--- src/rtl/xlate_pkg.sv ---
package xlate_pkg;
    typedef enum logic [1:0] {
        ACC_FETCH = 2'd0,
        ACC_READ  = 2'd1,
        ACC_WRITE = 2'd2,
        ACC_RSVD  = 2'd3
    } acc_kind_e;

    typedef enum logic [1:0] {
        ST_IDLE  = 2'd0,
        ST_ISSUE = 2'd1,
        ST_WAIT  = 2'd2
    } xl_state_e;
endpackage

--- src/rtl/xlate_cam.sv ---
module xlate_cam #(
    parameter int N     = 4,
    parameter int VPN_W = 52,
    parameter int PPN_W = 28
) (
    input  logic                      clk,
    input  logic                      rst_n,
    input  logic                      flush,
    input  logic [VPN_W-1:0]          lk_vpn,
    output logic                      lk_hit,
    output logic [$clog2(N)-1:0]      lk_idx,
    output logic [PPN_W-1:0]          lk_ppn,
    output logic                      lk_dirty,
    output logic                      lk_ro,
    output logic [N-1:0]              valid_vec,
    input  logic                      wr_en,
    input  logic [$clog2(N)-1:0]      wr_idx,
    input  logic [VPN_W-1:0]          wr_vpn,
    input  logic [PPN_W-1:0]          wr_ppn,
    input  logic                      wr_ro,
    input  logic                      wr_dirty,
    input  logic                      dset_en,
    input  logic [$clog2(N)-1:0]      dset_idx
);
    localparam int IDX_W = $clog2(N);

    logic [VPN_W-1:0] tag_q   [N];
    logic [PPN_W-1:0] ppn_q   [N];
    logic [N-1:0]     valid_q;
    logic [N-1:0]     dirty_q;
    logic [N-1:0]     ro_q;
    logic [N-1:0]     match;

    for (genvar g = 0; g < N; g++) begin : g_cmp
        assign match[g] = valid_q[g] && (tag_q[g] == lk_vpn);
    end

    always_comb begin
        lk_idx = '0;
        for (int i = 0; i < N; i++) begin
            if (match[i]) lk_idx = IDX_W'(i);
        end
        lk_hit   = |match;
        lk_ppn   = ppn_q[lk_idx];
        lk_dirty = dirty_q[lk_idx];
        lk_ro    = ro_q[lk_idx];
    end

    assign valid_vec = valid_q;

    always_ff @(posedge clk) begin
        if (!rst_n) begin
            valid_q <= '0;
            dirty_q <= '0;
            ro_q    <= '0;
            for (int i = 0; i < N; i++) begin
                tag_q[i] <= '0;
                ppn_q[i] <= '0;
            end
        end else begin
            for (int i = 0; i < N; i++) begin
                if (wr_en && wr_idx == IDX_W'(i)) begin
                    valid_q[i] <= 1'b1;
                    tag_q[i]   <= wr_vpn;
                    ppn_q[i]   <= wr_ppn;
                    ro_q[i]    <= wr_ro;
                    dirty_q[i] <= wr_dirty;
                end else if (dset_en && dset_idx == IDX_W'(i)) begin
                    dirty_q[i] <= 1'b1;
                end
            end
            if (flush) valid_q <= '0;
        end
    end

    // a page lives in at most one slot
    assert_single_match_R4: assert property (@(posedge clk) disable iff (!rst_n)
        $onehot0(match));

    // a read-only slot never becomes dirty
    assert_ro_clean_R7: assert property (@(posedge clk) disable iff (!rst_n)
        (dset_en && ro_q[dset_idx]) |-> 1'b0);
endmodule

--- src/rtl/xlate_lru.sv ---
module xlate_lru #(
    parameter int N = 4
) (
    input  logic                  clk,
    input  logic                  rst_n,
    input  logic                  touch_en,
    input  logic [$clog2(N)-1:0]  touch_idx,
    input  logic [N-1:0]          valid_vec,
    output logic [$clog2(N)-1:0]  victim_idx
);
    localparam int IDX_W = $clog2(N);
    localparam logic [IDX_W-1:0] OLDEST = IDX_W'(N - 1);

    logic [IDX_W-1:0] age_q [N];

    always_ff @(posedge clk) begin
        if (!rst_n) begin
            for (int i = 0; i < N; i++) age_q[i] <= IDX_W'(i);
        end else if (touch_en) begin
            for (int i = 0; i < N; i++) begin
                if (touch_idx == IDX_W'(i))
                    age_q[i] <= '0;
                else if (age_q[i] < age_q[touch_idx])
                    age_q[i] <= age_q[i] + 1'b1;
            end
        end
    end

    always_comb begin
        victim_idx = '0;
        for (int i = 0; i < N; i++) begin
            if (age_q[i] == OLDEST) victim_idx = IDX_W'(i);
        end
        for (int i = N - 1; i >= 0; i--) begin
            if (!valid_vec[i]) victim_idx = IDX_W'(i);
        end
    end

    for (genvar r = 0; r < N; r++) begin : g_rank
        logic [N-1:0] at_rank;
        for (genvar k = 0; k < N; k++) begin : g_cell
            assign at_rank[k] = (age_q[k] == IDX_W'(r));
        end
        // ranks always form a permutation
        assert_rank_perm_R5: assert property (@(posedge clk) disable iff (!rst_n)
            $countones(at_rank) == 1);
    end

    // a touched slot becomes most recently used
    assert_mru_after_touch_R5: assert property (@(posedge clk) disable iff (!rst_n)
        touch_en |=> age_q[$past(touch_idx)] == '0);
endmodule

--- src/rtl/xlate_cache.sv ---
module xlate_cache
    import xlate_pkg::*;
#(
    parameter int VA_W    = 64,
    parameter int PA_W    = 40,
    parameter int OFS_W   = 12,
    parameter int ENTRIES = 4
) (
    input  logic                    clk,
    input  logic                    rst_n,
    input  logic                    flush,
    input  logic                    req_valid,
    input  logic [1:0]              req_kind,
    input  logic [VA_W-1:0]         req_vaddr,
    output logic                    done,
    output logic [PA_W-1:0]         done_paddr,
    output logic                    done_pfault,
    output logic                    done_prot,
    output logic                    done_dirty,
    output logic                    busy,
    output logic                    pt_req,
    output logic [VA_W-OFS_W-1:0]   pt_req_vpn,
    input  logic                    pt_rsp_valid,
    input  logic                    pt_rsp_resident,
    input  logic                    pt_rsp_ro,
    input  logic [PA_W-OFS_W-1:0]   pt_rsp_ppn
);
    localparam int VPN_W = VA_W - OFS_W;
    localparam int PPN_W = PA_W - OFS_W;
    localparam int IDX_W = $clog2(ENTRIES);

    xl_state_e         state_q, state_d;
    logic [VPN_W-1:0]  vpn_q;
    logic [OFS_W-1:0]  ofs_q;
    logic              wr_q;

    logic [VPN_W-1:0]  req_vpn;
    logic              req_wr;
    logic              accept, hit_go, miss_go, fill_go, fill_ok;
    logic              lk_hit, lk_dirty, lk_ro;
    logic [IDX_W-1:0]  lk_idx, victim_idx, touch_idx;
    logic [PPN_W-1:0]  lk_ppn;
    logic [ENTRIES-1:0] valid_vec;

    assign req_vpn = req_vaddr[VA_W-1:OFS_W];
    assign req_wr  = (acc_kind_e'(req_kind) == ACC_WRITE);
    assign accept  = (state_q == ST_IDLE) && req_valid && !flush;
    assign hit_go  = accept && lk_hit;
    assign miss_go = accept && !lk_hit;
    assign fill_go = (state_q == ST_WAIT) && pt_rsp_valid;
    assign fill_ok = fill_go && pt_rsp_resident;
    assign touch_idx = hit_go ? lk_idx : victim_idx;

    xlate_cam #(.N(ENTRIES), .VPN_W(VPN_W), .PPN_W(PPN_W)) u_cam (
        .clk       (clk),
        .rst_n     (rst_n),
        .flush     (flush),
        .lk_vpn    (req_vpn),
        .lk_hit    (lk_hit),
        .lk_idx    (lk_idx),
        .lk_ppn    (lk_ppn),
        .lk_dirty  (lk_dirty),
        .lk_ro     (lk_ro),
        .valid_vec (valid_vec),
        .wr_en     (fill_ok),
        .wr_idx    (victim_idx),
        .wr_vpn    (vpn_q),
        .wr_ppn    (pt_rsp_ppn),
        .wr_ro     (pt_rsp_ro),
        .wr_dirty  (wr_q && !pt_rsp_ro),
        .dset_en   (hit_go && req_wr && !lk_ro),
        .dset_idx  (lk_idx)
    );

    xlate_lru #(.N(ENTRIES)) u_lru (
        .clk        (clk),
        .rst_n      (rst_n),
        .touch_en   (hit_go || fill_ok),
        .touch_idx  (touch_idx),
        .valid_vec  (valid_vec),
        .victim_idx (victim_idx)
    );

    always_ff @(posedge clk) begin
        if (!rst_n) begin
            state_q <= ST_IDLE;
            vpn_q   <= '0;
            ofs_q   <= '0;
            wr_q    <= 1'b0;
        end else begin
            state_q <= state_d;
            if (miss_go) begin
                vpn_q <= req_vpn;
                ofs_q <= req_vaddr[OFS_W-1:0];
                wr_q  <= req_wr;
            end
        end
    end

    always_comb begin
        state_d = state_q;
        unique case (state_q)
            ST_IDLE:  if (miss_go) state_d = ST_ISSUE;
            ST_ISSUE: state_d = ST_WAIT;
            ST_WAIT:  if (pt_rsp_valid) state_d = ST_IDLE;
            default:  state_d = ST_IDLE;
        endcase
    end

    always_comb begin
        done        = 1'b0;
        done_paddr  = '0;
        done_pfault = 1'b0;
        done_prot   = 1'b0;
        done_dirty  = 1'b0;
        pt_req      = 1'b0;
        unique case (state_q)
            ST_IDLE: begin
                done       = hit_go;
                done_paddr = {lk_ppn, req_vaddr[OFS_W-1:0]};
                done_prot  = hit_go && req_wr && lk_ro;
                done_dirty = hit_go && (lk_dirty || (req_wr && !lk_ro));
            end
            ST_ISSUE: pt_req = 1'b1;
            ST_WAIT: begin
                done        = fill_go;
                done_paddr  = {pt_rsp_ppn, ofs_q};
                done_pfault = fill_go && !pt_rsp_resident;
                done_prot   = fill_ok && wr_q && pt_rsp_ro;
                done_dirty  = fill_ok && wr_q && !pt_rsp_ro;
            end
            default: ;
        endcase
    end

    assign busy       = (state_q != ST_IDLE);
    assign pt_req_vpn = vpn_q;

    // the page-table request is a one-cycle pulse
    assert_req_pulse_R2: assert property (@(posedge clk) disable iff (!rst_n)
        pt_req |=> !pt_req);

    // a miss raises busy and the page-table request next cycle
    assert_miss_issue_R2: assert property (@(posedge clk) disable iff (!rst_n)
        (req_valid && !busy && !flush && !done) |=> (busy && pt_req));

    // busy drops right after the answer
    assert_release_R10: assert property (@(posedge clk) disable iff (!rst_n)
        (busy && !pt_req && pt_rsp_valid) |=> !busy);

    // a page fault carries no protection or dirty report
    assert_fault_excl_R3: assert property (@(posedge clk) disable iff (!rst_n)
        (done && done_pfault) |-> (!done_prot && !done_dirty));

    // a protection fault never reports dirty
    assert_prot_clean_R7: assert property (@(posedge clk) disable iff (!rst_n)
        (done && done_prot) |-> !done_dirty);

    // nothing completes in a flush cycle unless a miss is being answered
    assert_flush_quiet_R9: assert property (@(posedge clk) disable iff (!rst_n)
        (flush && !busy) |-> !done);
endmodule

--- config.mk ---
export PLATFORM = sky130hd
export DESIGN_NAME = xlate_cache
export DESIGN_NICKNAME = d
export VERILOG_FILES = /design/src/rtl/xlate_pkg.sv /design/src/rtl/xlate_cam.sv /design/src/rtl/xlate_lru.sv /design/src/rtl/xlate_cache.sv
export SDC_FILE = /design/constraint.sdc
export NUM_CORES = 1
export LEC_CHECK = 0
export BUFFER_PORTS_ARGS = -buffer_cell sky130_fd_sc_hd__buf_2
export CAP_MARGIN = 10
export CORE_MARGIN = 5
export CORE_UTILIZATION = 40
export CTS_CLUSTER_SIZE = 10
export DETAILED_ROUTE_END_ITERATION = 6
export GPL_ROUTABILITY_DRIVEN = 0
export SLEW_MARGIN = 40
export SYNTH_ARGS = -nofsm -noshare
export SYNTH_HDL_FRONTEND = slang
export SYNTH_SLANG_ARGS = --single-unit
--- constraint.sdc ---
create_clock -name clk -period 11.67 [get_ports clk]
set_clock_uncertainty 0.1 [all_clocks]
set_input_delay 1.167 -clock clk [delete_from_list [all_inputs] [get_ports clk]]
set_output_delay 1.167 -clock clk [all_outputs]
set_load 0.02 [all_outputs]
==> impl_results.md <==
* Initial antenna violation count at 1
* Worst setup margin at 5.63 ns
* Post-synth EDFFs at 328
* ANT nets after route at 0
* Antenna fix cells at 0
* Iteration-0 DRC count of the detailed router at between 1,500 and 2,000
* Root buf cell: clkbuf_16
* Ys flop type: edfxtp_1
* Die Wd at 236 um
* DR pass1 iterations at 7
* Commonest non-fill, non-tap cell in the layout: edfxtp_1
* Highest clock rate at 0.166 GHz
* Leakage power at between 9 and 10 nW
* Post-synthesis sequential area ratio at 0.562
* Post-synthesis async set-or-reset flop share at 0
* Die footprint at 0.0555 mm2
* Port bufs at 198
* Fin. max-slew vios at 0
* Syn nets at 1,903
* First-pass GRT wire length at 97.3 mm
* Cts repair resizes at 0
* CTS tree: done
* FILL cells at 4,706
* Mapped cell area at 0.0204 mm2
* Hold Crit Class: reg -> reg
* Unique masters post-synth at 72
* Number of remaining DRC errors at 1
* Setup_tns at 0 ns
* CTS buffer count at 48
* # Max-Cap Violations at 0
* Mapped Cells at 1,799
* Core region area at slightly above 0.05 mm2
* Area Growth Syn to Fin at 14.0%
* Total Nets Final at 2,000
* FP Rows at 82
* FF+latch count, synth at 407
* Post-CTS Setup Bufs at 0
* Worst setup EP type: output port
* Final wirelength at 65.8 mm
* Cts hold-fix bufs at 0
* Run status: complete, but fails checks
* Fin. Hold Viols at 0
* Max VDD drop at 0.0000904 V
* Vias in the first global route at 14,600
* Largest net degree at the start of global routing at 120
* Die height at 236 um
* Peak fanout along the critical path at 29
* Vias at 15,100
* Via density at 5.78
* Clock Tree Buf Depth at 3
* Avg Cell Area, Syn at about 11 um2
* Final setup vio count at 0
* RSZ-0062 raised after global routing: no
* WP data required at approximately 10 ns
* H-tree Lvls at 2
* Reg clk slew, reported paths at about 0.05 ns
* Period utilisation layout at 0.518
* Final Util at 0.462
* Ports at 199
* Slew at the pin closest to its max-slew limit at 0.899 ns
* Critical path arrival at 4.77 ns
* Failing checks: DRC
* Proportion of layout cells with a drive suffix above 1 at 0.165
* GRT overflow at 0
* Commonest cells after routing, fill and taps aside: 328 x edfxtp_1, 323 x and3_1, 197 x buf_2, 122 x xnor2_1, 115 x nor2_1
* CTS Sinks at ~410
* Setup CP Type: in -> out
* Setup WS pre-CTS at 5.69 ns
* Slew HR at 0.401
* Total power at roughly 3.4 mW
* Crit path launch type: input port
* Tot GR Track Use at 0.227
* Number of synthesis warnings at 0
* Routed length per instance at 25.2 um
* Starting Density at 0.405
* Worst-Skew Late Latency at ~0.58 ns
* Power per standard cell area at approximately 150 mW/mm2
* Dpl hpwl at ~44 mm
* Minimum clock period at 6.04 ns
-- routing by layer --
layer	share of wire	wire length [um]	GRT usage
met1	0.43	28300	0.324
met2	0.45	29400	0.350
met5	0	0	0
met3	0.088	5780	0.0453
met4	0.034	2210	0.0751
-- synthesized netlist by cell type (all sizes together), types with 4 or more instances --
| cell type | n | area, um2 |
|---|---|---|
| xnor2 | 122 | 1070 |
| nor4 | 61 | 428 |
| nand2 | 51 | 194 |
| o2111ai | 4 | 35.0 |
| a31o | 16 | 140 |
| nand3 | 14 | 75.1 |
| buf | 42 | 255 |
| edfxtp | 328 | 9850 |
| nor2 | 116 | 443 |
| o22ai | 4 | 25.0 |
| or2 | 4 | 25.0 |
| o21ai | 8 | 40.0 |
| xor2 | 67 | 587 |
| inv | 37 | 139 |
| dfxtp | 79 | 1580 |
| nand2b | 44 | 278 |
| nor3 | 25 | 125 |
| a21oi | 52 | 260 |
| and3 | 324 | 2030 |
| nand3b | 19 | 143 |
| clkbuf | 132 | 495 |
| a211oi | 17 | 133 |
| nand4 | 60 | 375 |
| mux2 | 5 | 60.1 |
| a221oi | 12 | 105 |
| mux2i | 87 | 871 |
| nor3b | 7 | 57.6 |
| nor2b | 18 | 113 |
-- where the power goes --
part	switching (mW)	internal [mW]	leakage (nW)
Clock	0.595	0.810	0.690
Combinational	0.236	0.101	4.87
Sequential	0.0350	1.62	4.01
-- sequential cells by signal (all words and copies together) (netlist names) --
name and cells:
u_cam.dirty_q 4, u_lru.age_q 8, u_cam.ro_q 4, pt_req_vpn 52
u_cam.ppn_q 112, u_cam.valid_vec 4, u_cam.tag_q 208, state_q 2
ofs_q 12, wr_q 1
-- final timing paths --
| check | startpoint | end | slack, ns | cells after the start |
|---|---|---|---|---|
| worst max-delay path | req_vaddr[41] | done_dirty | 5.63 | 12 |
| worst min-delay path | u_cam.ro_q[0]$_SDFFE_PN0P_ | u_cam.ro_q[0]$_SDFFE_PN0P_ | 0.38 | 2 |
| worst max register to register | u_cam.tag_q[0][185]$_SDFFCE_PN0P_ | u_lru.age_q[3][0]$_DFFE_PP_ | 7.25 | 10 |
| worst min register to register | u_cam.ro_q[0]$_SDFFE_PN0P_ | u_cam.ro_q[0]$_SDFFE_PN0P_ | 0.38 | 2 |
-- through the flow --
stage | area [um2] | hold slack (ns) | instances
finish | 23200 | 0.378 | 2608
global route | 23200 | 0.412 | 2608
CTS | 23200 | 0.383 | 2608
detailed placement | 21800 | 0.371 | 2518
global placement | 21700 | 0.368 | 2516
floorplan | 20400 | 0.345 | 1799
-- cell families after synthesis --
group / count (synthesis) / synth area share
compound gates: 136 / 0.0470
xor+xnor: 189 / 0.0813
fa+ha+maj: 5 / 0.00295
buf+inv: 211 / 0.0437
flops: 407 / 0.562
mux: 92 / 0.0457
simple gates: 759 / 0.218
-- final cells by class --
class / instances / area, um2 / area share
clock buffer: 85 / 1400 / 0.0605
multi-input combinational: 1181 / 8130 / 0.351
clock inverter: 5 / 36.3 / 0.00156
inverter: 37 / 140 / 0.00604
sequential: 407 / 11400 / 0.493
tap: 672 / 841 / 0.0362
timing repair buffer: 221 / 1220 / 0.0525
-- worst max-delay path, stage by stage --
cell,delay [ns]
buf_2,0.15
xnor2_1,0.60
nand4_1,0.19
or4_1,0.93
nor3_2,0.27
buf_4,0.35
nor3_2,0.14
buf_4,0.23
a21oi_1,0.15
o22ai_1,0.08
or2_2,0.33
buf_2,0.17
(Power assumes the default switching activity.)
